--- src/rtl/sens_tg_pkg.sv ---
package sens_tg_pkg;

    typedef enum logic [1:0] {
        SQ_LEAD = 2'd0,
        SQ_PIX  = 2'd1,
        SQ_EOS  = 2'd2,
        SQ_PAD  = 2'd3
    } seq_state_t;

    function automatic int unsigned width_of(input int unsigned n);
        return (n > 1) ? $clog2(n) : 1;
    endfunction

endpackage

--- src/rtl/sens_tg_phase.sv ---
module sens_tg_phase #(
    parameter int unsigned DIV = 8,
    localparam int unsigned PW = sens_tg_pkg::width_of(DIV)
) (
    input  logic          mclk,
    input  logic          rst_n,
    input  logic          restart,
    output logic [PW-1:0] ph,
    output logic          ph_last
);

    localparam logic [PW-1:0] PH_MAX = PW'(DIV - 1);

    always_ff @(posedge mclk) begin
        if (!rst_n || restart) begin
            ph <= '0;
        end else if (ph == PH_MAX) begin
            ph <= '0;
        end else begin
            ph <= ph + 1'b1;
        end
    end

    assign ph_last = (ph == PH_MAX);

endmodule

--- src/rtl/sens_tg_cfg.sv ---
module sens_tg_cfg #(
    parameter int unsigned NPIX = 128,
    parameter int unsigned MW   = 4,
    localparam int unsigned AW  = sens_tg_pkg::width_of(NPIX)
) (
    input  logic          mclk,
    input  logic          rst_n,
    input  logic          wr_en,
    input  logic [AW-1:0] wr_addr,
    input  logic [MW-1:0] wr_data,
    input  logic          load,
    input  logic          clr,
    input  logic          adv,
    input  logic [AW-1:0] sel,
    output logic          rd_ok
);

    logic [MW-1:0] shadow_q [NPIX];
    logic [MW-1:0] active_q [NPIX];
    logic [MW-1:0] cnt_q    [NPIX];

    for (genvar gi = 0; gi < NPIX; gi++) begin : g_pix
        logic [MW:0] inc;
        logic [MW:0] lim;
        logic        hit_wr;
        logic        hit_adv;

        assign inc     = {1'b0, cnt_q[gi]} + 1'b1;
        assign lim     = (active_q[gi] == '0) ? (MW+1)'(1) : {1'b0, active_q[gi]};
        assign hit_wr  = wr_en && (wr_addr == AW'(gi));
        assign hit_adv = adv && (sel == AW'(gi));

        always_ff @(posedge mclk) begin
            if (!rst_n) begin
                shadow_q[gi] <= MW'(1);
            end else if (hit_wr) begin
                shadow_q[gi] <= wr_data;
            end
        end

        always_ff @(posedge mclk) begin
            if (!rst_n) begin
                active_q[gi] <= MW'(1);
            end else if (load) begin
                active_q[gi] <= shadow_q[gi];
            end
        end

        always_ff @(posedge mclk) begin
            if (!rst_n || clr) begin
                cnt_q[gi] <= '0;
            end else if (hit_adv) begin
                if (inc >= lim) begin
                    cnt_q[gi] <= '0;
                end else begin
                    cnt_q[gi] <= inc[MW-1:0];
                end
            end
        end
    end

    always_comb begin
        if (32'(sel) < NPIX) begin
            rd_ok = (cnt_q[sel] == '0);
        end else begin
            rd_ok = 1'b0;
        end
    end

endmodule

--- src/rtl/sens_tg_seq.sv ---
module sens_tg_seq
    import sens_tg_pkg::*;
#(
    parameter int unsigned NPIX      = 128,
    parameter int unsigned PAD_SLOTS = 0,
    parameter int unsigned DIV       = 8,
    parameter int unsigned GUARD     = 2,
    localparam int unsigned LINE     = NPIX + 2 + PAD_SLOTS,
    localparam int unsigned SW       = width_of(LINE),
    localparam int unsigned PW       = width_of(DIV),
    localparam int unsigned AW       = width_of(NPIX)
) (
    input  logic          mclk,
    input  logic          rst_n,
    input  logic          mstart,
    input  logic [PW-1:0] ph,
    input  logic          ph_last,
    input  logic          rd_ok,
    output logic [AW-1:0] sel,
    output logic          adv,
    output logic          load,
    output logic          clr,
    output logic          pix_clk,
    output logic          start_pulse,
    output logic          inhibit,
    output logic          integ_rst,
    output logic          clamp_stb,
    output logic          trig_stb
);

    localparam logic [PW-1:0] PH_HALF = PW'(DIV / 2);
    localparam logic [PW-1:0] PH_WLO  = PW'(GUARD);
    localparam logic [PW-1:0] PH_WHI  = PW'(DIV - GUARD - 1);
    localparam logic [PW-1:0] PH_TRIG = PW'(DIV - GUARD);
    localparam logic [SW-1:0] SL_LAST = SW'(LINE - 1);
    localparam logic [SW-1:0] SL_NPIX = SW'(NPIX);

    seq_state_t    state_q, state_d;
    logic [SW-1:0] slot_q, slot_d;
    logic          rd;

    // next-state decision
    always_comb begin
        state_d = state_q;
        slot_d  = slot_q;
        if (mstart) begin
            state_d = SQ_LEAD;
            slot_d  = '0;
        end else if (ph_last) begin
            unique case (state_q)
                SQ_LEAD: begin
                    state_d = SQ_PIX;
                    slot_d  = SW'(1);
                end
                SQ_PIX: begin
                    if (slot_q == SL_NPIX) begin
                        state_d = SQ_EOS;
                    end
                    slot_d = slot_q + 1'b1;
                end
                SQ_EOS: begin
                    if (PAD_SLOTS == 0) begin
                        state_d = SQ_LEAD;
                        slot_d  = '0;
                    end else begin
                        state_d = SQ_PAD;
                        slot_d  = slot_q + 1'b1;
                    end
                end
                SQ_PAD: begin
                    if (slot_q == SL_LAST) begin
                        state_d = SQ_LEAD;
                        slot_d  = '0;
                    end else begin
                        slot_d = slot_q + 1'b1;
                    end
                end
                default: begin
                    state_d = SQ_LEAD;
                    slot_d  = '0;
                end
            endcase
        end
    end

    // state register
    always_ff @(posedge mclk) begin
        if (!rst_n) begin
            state_q <= SQ_LEAD;
            slot_q  <= '0;
        end else begin
            state_q <= state_d;
            slot_q  <= slot_d;
        end
    end

    // control towards the multiple bank
    assign sel  = AW'(slot_q - 1'b1);
    assign adv  = ph_last && !mstart && (state_q == SQ_PIX);
    assign clr  = mstart;
    assign load = mstart || (ph_last && (state_d == SQ_LEAD) && (state_q != SQ_LEAD));
    assign rd   = (state_q == SQ_PIX) && rd_ok;

    // registered outputs
    always_ff @(posedge mclk) begin
        if (!rst_n) begin
            pix_clk     <= 1'b0;
            start_pulse <= 1'b0;
            inhibit     <= 1'b1;
            integ_rst   <= 1'b0;
            clamp_stb   <= 1'b0;
            trig_stb    <= 1'b0;
        end else begin
            pix_clk <= (ph >= PH_HALF);
            unique case (state_q)
                SQ_LEAD: begin
                    start_pulse <= (ph >= PH_HALF);
                    inhibit     <= 1'b1;
                    integ_rst   <= 1'b0;
                    clamp_stb   <= 1'b0;
                    trig_stb    <= 1'b0;
                end
                SQ_PIX: begin
                    start_pulse <= (slot_q == SW'(1)) && (ph < PH_HALF);
                    inhibit     <= !(rd && (ph >= PH_WLO) && (ph <= PH_WHI));
                    integ_rst   <= rd && (ph == '0);
                    clamp_stb   <= rd && (ph == PW'(1));
                    trig_stb    <= rd && (ph == PH_TRIG);
                end
                SQ_EOS, SQ_PAD: begin
                    start_pulse <= 1'b0;
                    inhibit     <= 1'b1;
                    integ_rst   <= 1'b0;
                    clamp_stb   <= 1'b0;
                    trig_stb    <= 1'b0;
                end
                default: begin
                    start_pulse <= 1'b0;
                    inhibit     <= 1'b1;
                    integ_rst   <= 1'b0;
                    clamp_stb   <= 1'b0;
                    trig_stb    <= 1'b0;
                end
            endcase
        end
    end

endmodule

--- src/rtl/sens_tg.sv ---
module sens_tg #(
    parameter int unsigned NPIX      = 128,
    parameter int unsigned PAD_SLOTS = 0,
    parameter int unsigned DIV       = 8,
    parameter int unsigned GUARD     = 2,
    parameter int unsigned MW        = 4,
    localparam int unsigned AW       = sens_tg_pkg::width_of(NPIX),
    localparam int unsigned PW       = sens_tg_pkg::width_of(DIV)
) (
    input  logic          mclk,
    input  logic          rst_n,
    input  logic          mstart,
    input  logic          wr_en,
    input  logic [AW-1:0] wr_addr,
    input  logic [MW-1:0] wr_data,
    output logic          pix_clk,
    output logic          start_pulse,
    output logic          inhibit,
    output logic          integ_rst,
    output logic          clamp_stb,
    output logic          trig_stb
);

    logic [PW-1:0] ph;
    logic          ph_last;
    logic          rd_ok;
    logic [AW-1:0] sel;
    logic          adv;
    logic          load;
    logic          clr;

    sens_tg_phase #(.DIV(DIV)) u_phase (
        .mclk    (mclk),
        .rst_n   (rst_n),
        .restart (mstart),
        .ph      (ph),
        .ph_last (ph_last)
    );

    sens_tg_cfg #(.NPIX(NPIX), .MW(MW)) u_cfg (
        .mclk    (mclk),
        .rst_n   (rst_n),
        .wr_en   (wr_en),
        .wr_addr (wr_addr),
        .wr_data (wr_data),
        .load    (load),
        .clr     (clr),
        .adv     (adv),
        .sel     (sel),
        .rd_ok   (rd_ok)
    );

    sens_tg_seq #(
        .NPIX      (NPIX),
        .PAD_SLOTS (PAD_SLOTS),
        .DIV       (DIV),
        .GUARD     (GUARD)
    ) u_seq (
        .mclk        (mclk),
        .rst_n       (rst_n),
        .mstart      (mstart),
        .ph          (ph),
        .ph_last     (ph_last),
        .rd_ok       (rd_ok),
        .sel         (sel),
        .adv         (adv),
        .load        (load),
        .clr         (clr),
        .pix_clk     (pix_clk),
        .start_pulse (start_pulse),
        .inhibit     (inhibit),
        .integ_rst   (integ_rst),
        .clamp_stb   (clamp_stb),
        .trig_stb    (trig_stb)
    );

endmodule

--- config.mk ---
export PLATFORM = sky130hd
export DESIGN_NAME = sens_tg
export DESIGN_NICKNAME = d
export VERILOG_FILES = /design/src/rtl/sens_tg_pkg.sv /design/src/rtl/sens_tg_phase.sv /design/src/rtl/sens_tg_cfg.sv /design/src/rtl/sens_tg_seq.sv /design/src/rtl/sens_tg.sv
export SDC_FILE = /design/constraint.sdc
export NUM_CORES = 2
export LEC_CHECK = 0
export ABC_AREA = 1
export CAP_MARGIN = 30
export CORE_ASPECT_RATIO = 1.2
export CORE_MARGIN = 5
export CORE_UTILIZATION = 25
export DETAILED_ROUTE_END_ITERATION = 16
export PLACE_DENSITY_LB_ADDON = 0.2
export RECOVER_POWER = 100
export SYNTH_ARGS = -nofsm -noshare
export SYNTH_HDL_FRONTEND = slang
export SYNTH_SLANG_ARGS = --single-unit
--- constraint.sdc ---
create_clock -name mclk -period 15.7 [get_ports mclk]
set_clock_uncertainty 0.1 [all_clocks]
set_input_delay 3.14 -clock mclk [delete_from_list [all_inputs] [get_ports mclk]]
set_output_delay 3.14 -clock mclk [all_outputs]
set_load 0.01 [all_outputs]
==> summary.log <==
INFO  finish         area_growth_syn_to_layout=12.4%
INFO  yosys          synth_edf_count=1536
INFO  placed_design  io_buffer_count=20
INFO  yosys          synthesis.area_per_instance=9.37um^2
INFO  cts            insertion_delay=880ps
INFO  yosys          synth_sequential_area_ratio=54.0%
INFO  critical_path  timing.critical_path.slowest_cell_delay=2080ps
INFO  floorplanning  floorplan_core_area=344000um^2
INFO  detailed_routing remaining_antenna_violation_count_after_routing=0
INFO  detailed_routing drt_drc_violations_left=0
INFO  power_and_ir_drop power-per-cell-area=102nW/um^2
INFO  finish         final_net_count=9807
INFO  timing         finalMaxSlewViolations=1081
INFO  detailed_routing drt-total-wl=244mm
INFO  yosys          synth_area=86100um^2
INFO  finish         most_frequent_cells_in_the_layout=sky130_fd_sc_hd__nor2_1 (1780), sky130_fd_sc_hd__inv_1 (1714), sky130_fd_sc_hd__edfxtp_1 (1536), sky130_fd_sc_hd__nand2_1 (1232), sky130_fd_sc_hd__ha_1 (651)
INFO  timing         period_minus_slack=10670ps
INFO  cts            post_cts_buffers=0
INFO  yosys          synth.lib_cells_used.distinct=41
INFO  floorplanning  boundaryPins=21
INFO  detailed_routing detail_route.vias_per_cell=4.41
INFO  detailed_routing drt-wirelength-per-cell=17.7um
INFO  placed_design  placement.setup.worst_slack=7860ps
INFO  critical_path  arrival=11200ps
INFO  min_path       worst_hold_path_cells=1
INFO  yosys          synth_nets=9856
INFO  floorplanning  initial_core_utilization=25.1%
INFO  critical_path  setup.worst_path.end_class=register
INFO  yosys          postSynth.asyncResetShare=0%
INFO  yosys          postSynth.topFlopCell=sky130_fd_sc_hd__edfxtp_1
INFO  floorplanning  die_width=546um
INFO  global_route   grt_start_max_net_pins=144
INFO  finish         filler_cell_count=36200
INFO  yosys          ys_seq_elements=1555
INFO  critical_path  cp_top_family=buffers and inverters
INFO  global_route   track_usage=13.4%
INFO  cts            cts_hold_buf=0
INFO  critical_path  worst_r2r_path_depth=13
INFO  cts            numCtsBuffers=176
INFO  detailed_routing vias=60900
INFO  detailed_routing count_of_tritonroute_iterations_in_the_first_routing_pass=5
INFO  placed_design  gp_congestion=0.830
INFO  power_and_ir_drop worst_ir_drop_vdd=0.0673mV
INFO  power_and_ir_drop leakagePower=40.3nW
INFO  floorplanning  die_outline_area=356000um^2
INFO  placed_design  dp.final_hpwl=162mm
INFO  cts            tritoncts_clock_tree=yes
INFO  timing         report.final.setup_viol=0
INFO  cts            path_clk_slew=60ps
INFO  job            max-cap-violations=29
INFO  yosys          netlist_instances=9189
INFO  cts            cts.sink_count=1555
INFO  critical_path  start_kind=input port
INFO  critical_path  worst_path_max_delay_cell=sky130_fd_sc_hd__clkbuf_1
INFO  timing         max_clock_freq=93.7MHz
INFO  finish         final_layout_size_suffix_gt1_share=6.74%
INFO  timing         setup_repair_after_global_routing_missed_its_margin=false
INFO  timing         min_period_over_period=68.0%
INFO  global_route   grt_antenna_before_repair=6
INFO  timing         final-hold-violation-count=0
INFO  cts            cts.path.max_buffers=4
INFO  floorplanning  core.rowCount=236
INFO  critical_path  worst-path-buf-inv=6
INFO  cts            cts.repair.resized=0
INFO  critical_path  cp_max_fo=53
INFO  min_path       hold_class=reg2reg
INFO  global_route   grt_overflow_total=0
INFO  yosys          yosysWarnings=0
INFO  critical_path  timing.setup.critical_path_class=in2reg
INFO  global_route   grt_first_pass_wirelength=368mm
INFO  critical_path  cp.depth=11
INFO  finish         layout_commonest_cell=sky130_fd_sc_hd__nor2_1
INFO  critical_path  critical_path.cell_chain=buf_6 -> clkinvlp_2 -> nor2_1 -> clkbuf_1 -> inv_6 -> buf_4 -> buf_4 -> nor2_1 -> o21ai_0 -> or3b_1 -> nor3_1
INFO  run_status     outcome=complete, but fails checks
INFO  cts            clock-root-buffer=sky130_fd_sc_hd__clkbuf_16
INFO  timing         timing.max_slew.rel_slack=-383%
INFO  run_status     failed_checks=capacitance limit, slew limit
INFO  detailed_routing drt_iter0_markers=3717
INFO  cts            h_tree_levels=4
INFO  timing         post-route-worst-setup-slack=5030ps
INFO  critical_path  cp_data_required_time=16230ps
INFO  critical_path  reg2reg_setup_slack=5590ps
INFO  timing         final.setup.tns=0ps
INFO  global_route   first_global_vias=61300
INFO  floorplanning  fp.dieH=653um
INFO  timing         timing_worst_slew_pin_value=7250ps
INFO  timing         worst_hold_slack=366ps
## kinds of logic after synthesis
kind of cell | count (synthesis) | share of synthesized area, %
buffers and inverters | 2072 | 9.20
DFF | 1555 | 54.0
and+or+nand+nor | 3819 | 18.8
AOI/OAI and AO/OA | 957 | 7.07
xor gates and xnor gates | 134 | 1.41
adders and majority gates | 652 | 9.47
## flip-flops by register name (all words and copies together), names as in the netlist
signal / flops
u_cfg.active_q: 512
u_cfg.cnt_q: 512
u_cfg.shadow_q: 512
u_seq.slot_q: 8
u_phase.ph: 3
u_seq.state_q: 2
u_seq.clamp_stb: 1
u_seq.inhibit: 1
u_seq.integ_rst: 1
u_seq.pix_clk: 1
u_seq.start_pulse: 1
u_seq.trig_stb: 1
## per-layer routing
metal  wire, um  track usage (%)
met1     100000             15.8
met2     124000             24.7
met3       9560             1.48
met4      10900             5.56
met5          0                0
## path summary, 6_finish.rpt
path,from,to
setup / recovery,rst_n,u_cfg.cnt_q[51][2]$_SDFFCE_PN0P_
hold / removal,u_cfg.shadow_q[41][0]$_SDFFCE_PN1P_,u_cfg.active_q[5][8]$_SDFFCE_PN1P_
setup reg to reg,u_seq.slot_q[0]$_SDFFE_PN0P_,u_cfg.active_q[3][20]$_SDFFCE_PN1P_
hold reg to reg,u_cfg.shadow_q[41][0]$_SDFFCE_PN1P_,u_cfg.active_q[5][8]$_SDFFCE_PN1P_
## synth_stat cells, types with 8 or more instances
master,n,area share (%)
sky130_fd_sc_hd__ha_1,652,9.5
sky130_fd_sc_hd__nor2_2,11,0.080
sky130_fd_sc_hd__or3b_1,74,0.75
sky130_fd_sc_hd__edfxtp_1,1536,54
sky130_fd_sc_hd__nor3_1,224,1.3
sky130_fd_sc_hd__clkbuf_1,228,0.99
sky130_fd_sc_hd__a211oi_1,43,0.37
sky130_fd_sc_hd__a31o_2,128,1.3
sky130_fd_sc_hd__nand3_1,243,1.4
sky130_fd_sc_hd__inv_1,1722,7.5
sky130_fd_sc_hd__o211ai_1,21,0.18
sky130_fd_sc_hd__nor3_2,43,0.50
sky130_fd_sc_hd__a21boi_0,128,1.1
sky130_fd_sc_hd__nand4_1,44,0.32
sky130_fd_sc_hd__nor2_1,1787,7.8
sky130_fd_sc_hd__nor2_4,10,0.13
sky130_fd_sc_hd__o21a_1,128,1.1
sky130_fd_sc_hd__nand2_1,1233,5.4
sky130_fd_sc_hd__buf_2,89,0.52
sky130_fd_sc_hd__or3b_4,8,0.10
sky130_fd_sc_hd__or2_2,133,0.97
sky130_fd_sc_hd__o21ai_0,492,2.9
sky130_fd_sc_hd__inv_2,10,0.044
sky130_fd_sc_hd__buf_1,14,0.061
sky130_fd_sc_hd__dfxtp_1,19,0.44
sky130_fd_sc_hd__o22ai_1,11,0.080
sky130_fd_sc_hd__xor2_1,126,1.3
## stage by stage
stage / instance area (um^2) / utilization [%] / instances / power [mW]
floorplan: 86100 / - / 9189 / 5.55
global placement: 91400 / 26.6 / 13500 / 5.80
detailed placement: 91600 / 26.6 / 13500 / 5.83
CTS: 97100 / 28.3 / 13800 / 10.0
global route: 96800 / 28.2 / 13800 / 10.3
finish: 96800 / 28.2 / 13800 / 9.87
## area by class of cell
class / count / area [um^2] / area share [%]
multi-input combinational: 5562 / 31600 / 32.6
clock buffer: 218 / 4640 / 4.79
sequential: 1555 / 46500 / 48.0
antenna: 12 / 30.0 / 0.0310
timing repair buffer: 110 / 931 / 0.961
inverter: 1735 / 6550 / 6.77
tap: 4522 / 5660 / 5.84
clock inverter: 90 / 938 / 0.969
## report_power, final
part	internal (mW)	switching, mW
logic	0.293	0.541
clock network	2.40	1.73
registers	4.79	0.110
(Power assumes the default switching activity.)
